File: config.mk
export PLATFORM = sky130hd
export DESIGN_NAME = audio_pkt_tx
export DESIGN_NICKNAME = d
export VERILOG_FILES = /design/src/rtl/apt_pkg.sv /design/src/rtl/apt_rate_div.sv /design/src/rtl/apt_sample_fifo.sv /design/src/rtl/apt_framer.sv /design/src/rtl/audio_pkt_tx.sv
export SDC_FILE = /design/constraint.sdc
export NUM_CORES = 1
export LEC_CHECK = 0
export BUFFER_PORTS_ARGS = -buffer_cell sky130_fd_sc_hd__buf_2
export CORE_ASPECT_RATIO = 1.1
export CORE_MARGIN = 2
export CORE_UTILIZATION = 55
export CTS_CLUSTER_DIAMETER = 60
export DETAILED_ROUTE_END_ITERATION = 10
export PLACE_DENSITY = 0.71
export SYNTH_ARGS = -nofsm -noshare
export SYNTH_HDL_FRONTEND = slang
export SYNTH_SLANG_ARGS = --single-unit
File: constraint.sdc
create_clock -name clk -period 6.37 [get_ports clk]
set_input_delay 1.274 -clock clk [delete_from_list [all_inputs] [get_ports clk]]
set_output_delay 1.274 -clock clk [all_outputs]
set_load 0.005 [all_outputs]
File: src/rtl/apt_pkg.sv
package apt_pkg;
  typedef enum logic [1:0] {
    RATE_BASE = 2'b00,
    RATE_HI   = 2'b01,
    RATE_X2   = 2'b10,
    RATE_X3   = 2'b11
  } rate_mode_e;

  typedef enum logic [1:0] {
    FR_IDLE,
    FR_HEAD,
    FR_BODY
  } fr_state_e;
endpackage

File: src/rtl/apt_rate_div.sv
module apt_rate_div
  import apt_pkg::*;
#(
  parameter int DIV_BASE = 25000
) (
  input  logic       clk,
  input  logic       rst_n,
  input  logic [1:0] mode,
  output logic       tick
);
  localparam int DIV_W = $clog2(DIV_BASE + 1);
  localparam logic [DIV_W-1:0] LIM_BASE = DIV_W'(DIV_BASE);
  localparam logic [DIV_W-1:0] LIM_HI   = DIV_W'(DIV_BASE / 2);

  logic [DIV_W-1:0] cnt;
  logic [DIV_W-1:0] lim;

  always_comb begin
    lim  = (rate_mode_e'(mode) == RATE_HI) ? LIM_HI : LIM_BASE;
    tick = (cnt >= lim - DIV_W'(1));
  end

  always_ff @(posedge clk) begin
    if (!rst_n)    cnt <= '0;
    else if (tick) cnt <= '0;
    else           cnt <= cnt + DIV_W'(1);
  end

  // counter never passes the base limit
  a_r2_cnt_range: assert property (@(posedge clk) disable iff (!rst_n)
    cnt < LIM_BASE);
  // a tick is always followed by a gap
  a_r3_tick_gap: assert property (@(posedge clk) disable iff (!rst_n)
    tick |=> !tick);
endmodule

File: src/rtl/apt_sample_fifo.sv
module apt_sample_fifo #(
  parameter int DW    = 8,
  parameter int DEPTH = 64
) (
  input  logic                         clk,
  input  logic                         rst_n,
  input  logic                         wr_en,
  input  logic [DW-1:0]                wr_data,
  input  logic                         rd_en,
  output logic [DW-1:0]                rd_data,
  output logic [$clog2(DEPTH+1)-1:0]   count,
  output logic                         full
);
  localparam int AW    = $clog2(DEPTH);
  localparam int CNT_W = $clog2(DEPTH + 1);

  logic [DW-1:0] mem [DEPTH];
  logic [AW-1:0] wr_ptr, rd_ptr;
  logic          do_wr;

  always_comb begin
    full    = (count == CNT_W'(DEPTH));
    do_wr   = wr_en && !full;
    rd_data = mem[rd_ptr];
  end

  always_ff @(posedge clk) begin
    if (do_wr) mem[wr_ptr] <= wr_data;
  end

  always_ff @(posedge clk) begin
    if (!rst_n) begin
      wr_ptr <= '0;
      rd_ptr <= '0;
      count  <= '0;
    end else begin
      if (do_wr) wr_ptr <= (wr_ptr == AW'(DEPTH - 1)) ? '0 : wr_ptr + AW'(1);
      if (rd_en) rd_ptr <= (rd_ptr == AW'(DEPTH - 1)) ? '0 : rd_ptr + AW'(1);
      case ({do_wr, rd_en})
        2'b10:   count <= count + CNT_W'(1);
        2'b01:   count <= count - CNT_W'(1);
        default: count <= count;
      endcase
    end
  end

  // storage never exceeds depth
  a_r8_no_overflow: assert property (@(posedge clk) disable iff (!rst_n)
    count <= CNT_W'(DEPTH));
  // a push into a full buffer without a pop leaves it full
  a_r8_full_drop: assert property (@(posedge clk) disable iff (!rst_n)
    (wr_en && full && !rd_en) |=> full);
  // never read from an empty buffer
  a_r9_pop_nonempty: assert property (@(posedge clk) disable iff (!rst_n)
    rd_en |-> (count != '0));
endmodule

File: src/rtl/apt_framer.sv
module apt_framer
  import apt_pkg::*;
#(
  parameter int PKT_LEN = 16,
  parameter int CNT_W   = 7
) (
  input  logic             clk,
  input  logic             rst_n,
  input  logic [7:0]       cfg,
  input  logic             line_busy,
  input  logic [CNT_W-1:0] fifo_count,
  input  logic [7:0]       fifo_head,
  output logic             pop,
  output logic [7:0]       tx_data,
  output logic             tx_valid,
  input  logic             tx_ready
);
  localparam int IW = (PKT_LEN > 1) ? $clog2(PKT_LEN) : 1;
  localparam logic [IW-1:0] LAST = IW'(PKT_LEN - 1);

  fr_state_e     state;
  logic [IW-1:0] idx;
  logic [7:0]    hdr_q;

  always_comb begin
    tx_valid = (state != FR_IDLE);
    tx_data  = (state == FR_HEAD) ? hdr_q : fifo_head;
    pop      = (state == FR_BODY) && tx_ready;
  end

  always_ff @(posedge clk) begin
    if (!rst_n) begin
      state <= FR_IDLE;
      idx   <= '0;
      hdr_q <= '0;
    end else begin
      case (state)
        FR_IDLE: if (fifo_count >= CNT_W'(PKT_LEN) && !line_busy) begin
          state <= FR_HEAD;
          hdr_q <= cfg;
        end
        FR_HEAD: if (tx_ready) begin
          state <= FR_BODY;
          idx   <= '0;
        end
        FR_BODY: if (tx_ready) begin
          if (idx == LAST) state <= FR_IDLE;
          else             idx   <= idx + IW'(1);
        end
        default: state <= FR_IDLE;
      endcase
    end
  end

  // byte held under back-pressure
  a_r7_hold: assert property (@(posedge clk) disable iff (!rst_n)
    (tx_valid && !tx_ready) |=> (tx_valid && $stable(tx_data)));
  // packet begins only after a free-line cycle
  a_r4_start_free: assert property (@(posedge clk) disable iff (!rst_n)
    $rose(tx_valid) |-> $past(!line_busy));
  // no abort in the middle of a packet
  a_r6_no_abort: assert property (@(posedge clk) disable iff (!rst_n)
    (state == FR_HEAD) |=> tx_valid);
endmodule

File: src/rtl/audio_pkt_tx.sv
module audio_pkt_tx #(
  parameter int DIV_BASE = 25000,
  parameter int DEPTH    = 64,
  parameter int PKT_LEN  = 16
) (
  input  logic       clk,
  input  logic       rst_n,
  input  logic [7:0] cfg_byte,
  input  logic [7:0] smp_in,
  output logic       smp_tick,
  input  logic       line_busy,
  output logic [7:0] tx_data,
  output logic       tx_valid,
  input  logic       tx_ready,
  output logic       ovf
);
  localparam int CNT_W = $clog2(DEPTH + 1);

  logic             tick;
  logic             pop;
  logic             full;
  logic [CNT_W-1:0] fcount;
  logic [7:0]       fhead;

  apt_rate_div #(.DIV_BASE(DIV_BASE)) u_div (
    .clk  (clk),
    .rst_n(rst_n),
    .mode (cfg_byte[7:6]),
    .tick (tick)
  );

  apt_sample_fifo #(.DW(8), .DEPTH(DEPTH)) u_fifo (
    .clk    (clk),
    .rst_n  (rst_n),
    .wr_en  (tick),
    .wr_data(smp_in),
    .rd_en  (pop),
    .rd_data(fhead),
    .count  (fcount),
    .full   (full)
  );

  apt_framer #(.PKT_LEN(PKT_LEN), .CNT_W(CNT_W)) u_frm (
    .clk       (clk),
    .rst_n     (rst_n),
    .cfg       (cfg_byte),
    .line_busy (line_busy),
    .fifo_count(fcount),
    .fifo_head (fhead),
    .pop       (pop),
    .tx_data   (tx_data),
    .tx_valid  (tx_valid),
    .tx_ready  (tx_ready)
  );

  always_ff @(posedge clk) begin
    if (!rst_n)             ovf <= 1'b0;
    else if (tick && full)  ovf <= 1'b1;
  end

  assign smp_tick = tick;

  // flag is sticky
  a_r8_sticky: assert property (@(posedge clk) disable iff (!rst_n)
    ovf |=> ovf);
  // a drop raises the flag
  a_r8_set: assert property (@(posedge clk) disable iff (!rst_n)
    (tick && full) |=> ovf);
endmodule

==> results.py <==
metrics = {
    "global_route": {
        "grt_pass1_vias": 11600,
        "antenna_found_initial": 0,
        "grtUsageTotal_pct": 23.3,
        "grt_max_degree": 82,
        "overflow": 0,
        "grt_pass1_wl_mm": 73.5,
    },
    "synthesis": {
        "ys_seq_elements": 567,
        "ys_async_sr_fraction_pct": 0,
        "ys_top_cells_by_count": "512 x edfxtp_1, 109 x mux4_2, 81 x mux2i_1",
        "synth_top_area_share_pct": 67.7,
        "syn_inst": 1258,
        "synth-edff-count": 512,
        "synthMostInstantiatedCell": "edfxtp_1",
        "synthesis.nets": 1288,
        "netlist_area_um2": 22700,
        "yosysSeqAreaShare_pct": 72.5,
        "synth.largest_area_cell": "edfxtp_1",
        "synthDistinctLibCells": 57,
        "yosys-top-cells-area": "edfxtp_1 68%, mux4_2 11%, dfxtp_1 4.8%",
        "ys_warn_count": 0,
        "synthFlopType": "edfxtp_1",
        "avgSynthCellArea_um2": 18.1,
    },
    "floorplan": {
        "die_width_um": 198,
        "initial_utilization_pct": 55.4,
        "die_h_um": 217,
        "dieArea_um2": 42900,
        "core_um2": 41000,
        "fp-row-count": 78,
        "ios": 31,
    },
    "clock_tree": {
        "numCtsBuffers": 54,
        "cts.repair.resized": 0,
        "insertion_delay_ps": 580,
        "cts_hold_buf": 0,
        "root_buffer": "clkbuf_16",
        "clockBufferDepth": 3,
        "path_clk_slew_ps": 60,
        "cts_tree": "done",
        "cts_num_sinks": 567,
        "h-tree-depth": 2,
        "cts_setup_buffers": 0,
    },
    "drt": {
        "dr.pass1.iters": 7,
        "drc": 0,
        "via_per_inst": 6.33,
        "dr_total_vias": 11900,
        "postRouteAntennaNets": 0,
        "wl_per_cell_um": 26.2,
        "routed_wl_mm": 49.0,
        "detail_route.iter0.violations": 1193,
    },
    "sta": {
        "setup_ws_ps": 1230,
        "clock_skew_ps": 16.6,
        "fin_crit_sh_pct": 80.6,
        "finalCriticalPeriod_ps": 5140,
        "maxSlewHeadroom_pct": 9.16,
        "hold_violations": 0,
        "tns_ps": 0,
        "tightest_slew_ps": 1350,
        "maxSlewViolCount": 0,
        "finalSetupViolations": 0,
        "rsz0062_at_grt": "no",
        "fmax_ghz": 0.195,
    },
    "place": {
        "place_congestion": 0.852,
        "pre_cts_ws_ps": 906,
        "dp_hpwl_mm": 29.8,
        "numPortBuffers": 30,
    },
    "power": {
        "pwr-share-clk_pct": 42.8,
        "power.total_mw": 7.22,
        "switching_share_pct": 19.6,
        "p_per_area_nw_per_um2": 286,
        "power.combinational.fraction_pct": 1.1,
        "ir_drop_mv": 0.186,
        "p_seq_share_pct": 56.1,
        "p_leak_nw": 7.72,
        "power.switching_mw": 1.42,
        "cell_internal_pwr_mw": 5.81,
    },
    "critical_path": {
        "crit_type": "register to output pin",
        "r2r_start": "u_div.cnt[8]",
        "reg2reg_slack_ps": 2050,
        "path_max_fanout": 43,
        "start_kind": "register",
        "required_ps": 5100,
        "r2r_cells": 15,
        "r2r_end": "u_fifo.count[6]",
        "cp.arrival_ps": 3860,
        "endpoint_kind": "output pin",
    },
    "layout": {
        "fillCellCount": 2907,
        "drive_above_1_share_pct": 20.9,
        "fin_util_pct": 61.5,
        "n_antenna_cell": 0,
        "area_growth_syn_to_layout_pct": 11.0,
        "fin_nets": 1341,
    },
    "hold_path": {
        "whs_path_depth": 1,
        "whs_endpoint": "ovf",
        "hp-class": "register to register",
        "min_from": "ovf",
    },
    "run_status": {
        "outcome": "completed",
    },
    "flow_run": {
        "cap_violations": 0,
    },
}
## per-layer routing
metal / share of wire [%] / global-route usage [%]
met1: 43 / 34.2
met4: 2.7 / 7.19
met2: 47 / 36.7
met3: 6.9 / 3.64
met5: 0 / 0
## cells in the final DEF, fill, tap and decap left out, types with 10 or more instances in the layout
master / n
edfxtp_1: 512
mux4_2: 109
mux2i_1: 81
nor3_1: 68
clkbuf_16: 57
dfxtp_1: 52
nor2_1: 47
buf_4: 42
nand3_1: 36
nand2_1: 34
buf_2: 30
a22oi_1: 27
nor2b_1: 20
o21ai_0: 17
xor2_1: 17
clkinv_2: 14
clkinv_1: 13
and2_1: 11
ha_1: 10
## through the flow
| stage | cells | instance area [um^2] | hold slack [ps] |
|---|---|---|---|
| after floorplan | 1258 | 22700 | 464 |
| final | 1875 | 25200 | 505 |
| after CTS | 1875 | 25200 | 504 |
| after global routing | 1875 | 25200 | 516 |
| after global placement | 1775 | 23500 | 483 |
| after detailed placement | 1775 | 23500 | 481 |
## registers in the layout, summed over array words and instances, names as in the netlist, named ones only
name and count:
u_fifo.rd_ptr 6, u_fifo.count 7, ovf 1, u_fifo.mem 512
u_frm.hdr_q 8, u_frm.state 2, u_div.cnt 15, u_fifo.wr_ptr 6
u_frm.idx 4
## worst max-delay path: stages, from the launching register on
cell and delay (ps):
dfxtp_4 890, buf_4 510, mux4_2 620, mux4_2 480, o211a_1 230, a21oi_1 120
o21ai_0 220, buf_2 200
## kinds of logic after synthesis
family	count (synthesis)	synth area share, %
fa+ha+maj	11	0.600
simple gates	270	6.15
flops	567	72.5
xor+xnor	26	1.00
compound gates	109	3.56
buf+inv	85	1.80
mux	190	14.4
## power by group through the flow
stage,clock network (mW),registers (mW),logic (mW)
finish,3.09,4.05,0.0768
global route,3.28,4.05,0.0844
CTS,3.13,4.05,0.0784
detailed placement,0,4.13,0.0787
global placement,0,4.13,0.0757
floorplan,0,4.13,0.0104
## worst max path at each step
| stage | endpoint | from | cells after the start |
|---|---|---|---|
| global route | tx_data[6] | register | 7 |
| finish | tx_data[6] | register | 7 |
| detailed placement | u_fifo.count[6] | cfg_byte[6] | 17 |
| CTS | tx_data[6] | register | 7 |
| floorplan | u_fifo.count[6] | cfg_byte[6] | 19 |
| global placement | u_fifo.count[6] | cfg_byte[6] | 17 |
## final cells by class
cell class	instances	area (um^2)	share of cell area, %
Timing Repair Buffer	73	485	1.92
Tap cell	520	651	2.58
Sequential cell	567	16500	65.3
Clock inverter	32	216	0.858
Clock buffer	68	1500	5.94
Multi-Input combinational cell	606	5860	23.2
Inverter	9	33.8	0.134
Note: power is estimated with default switching activity, not from simulation.
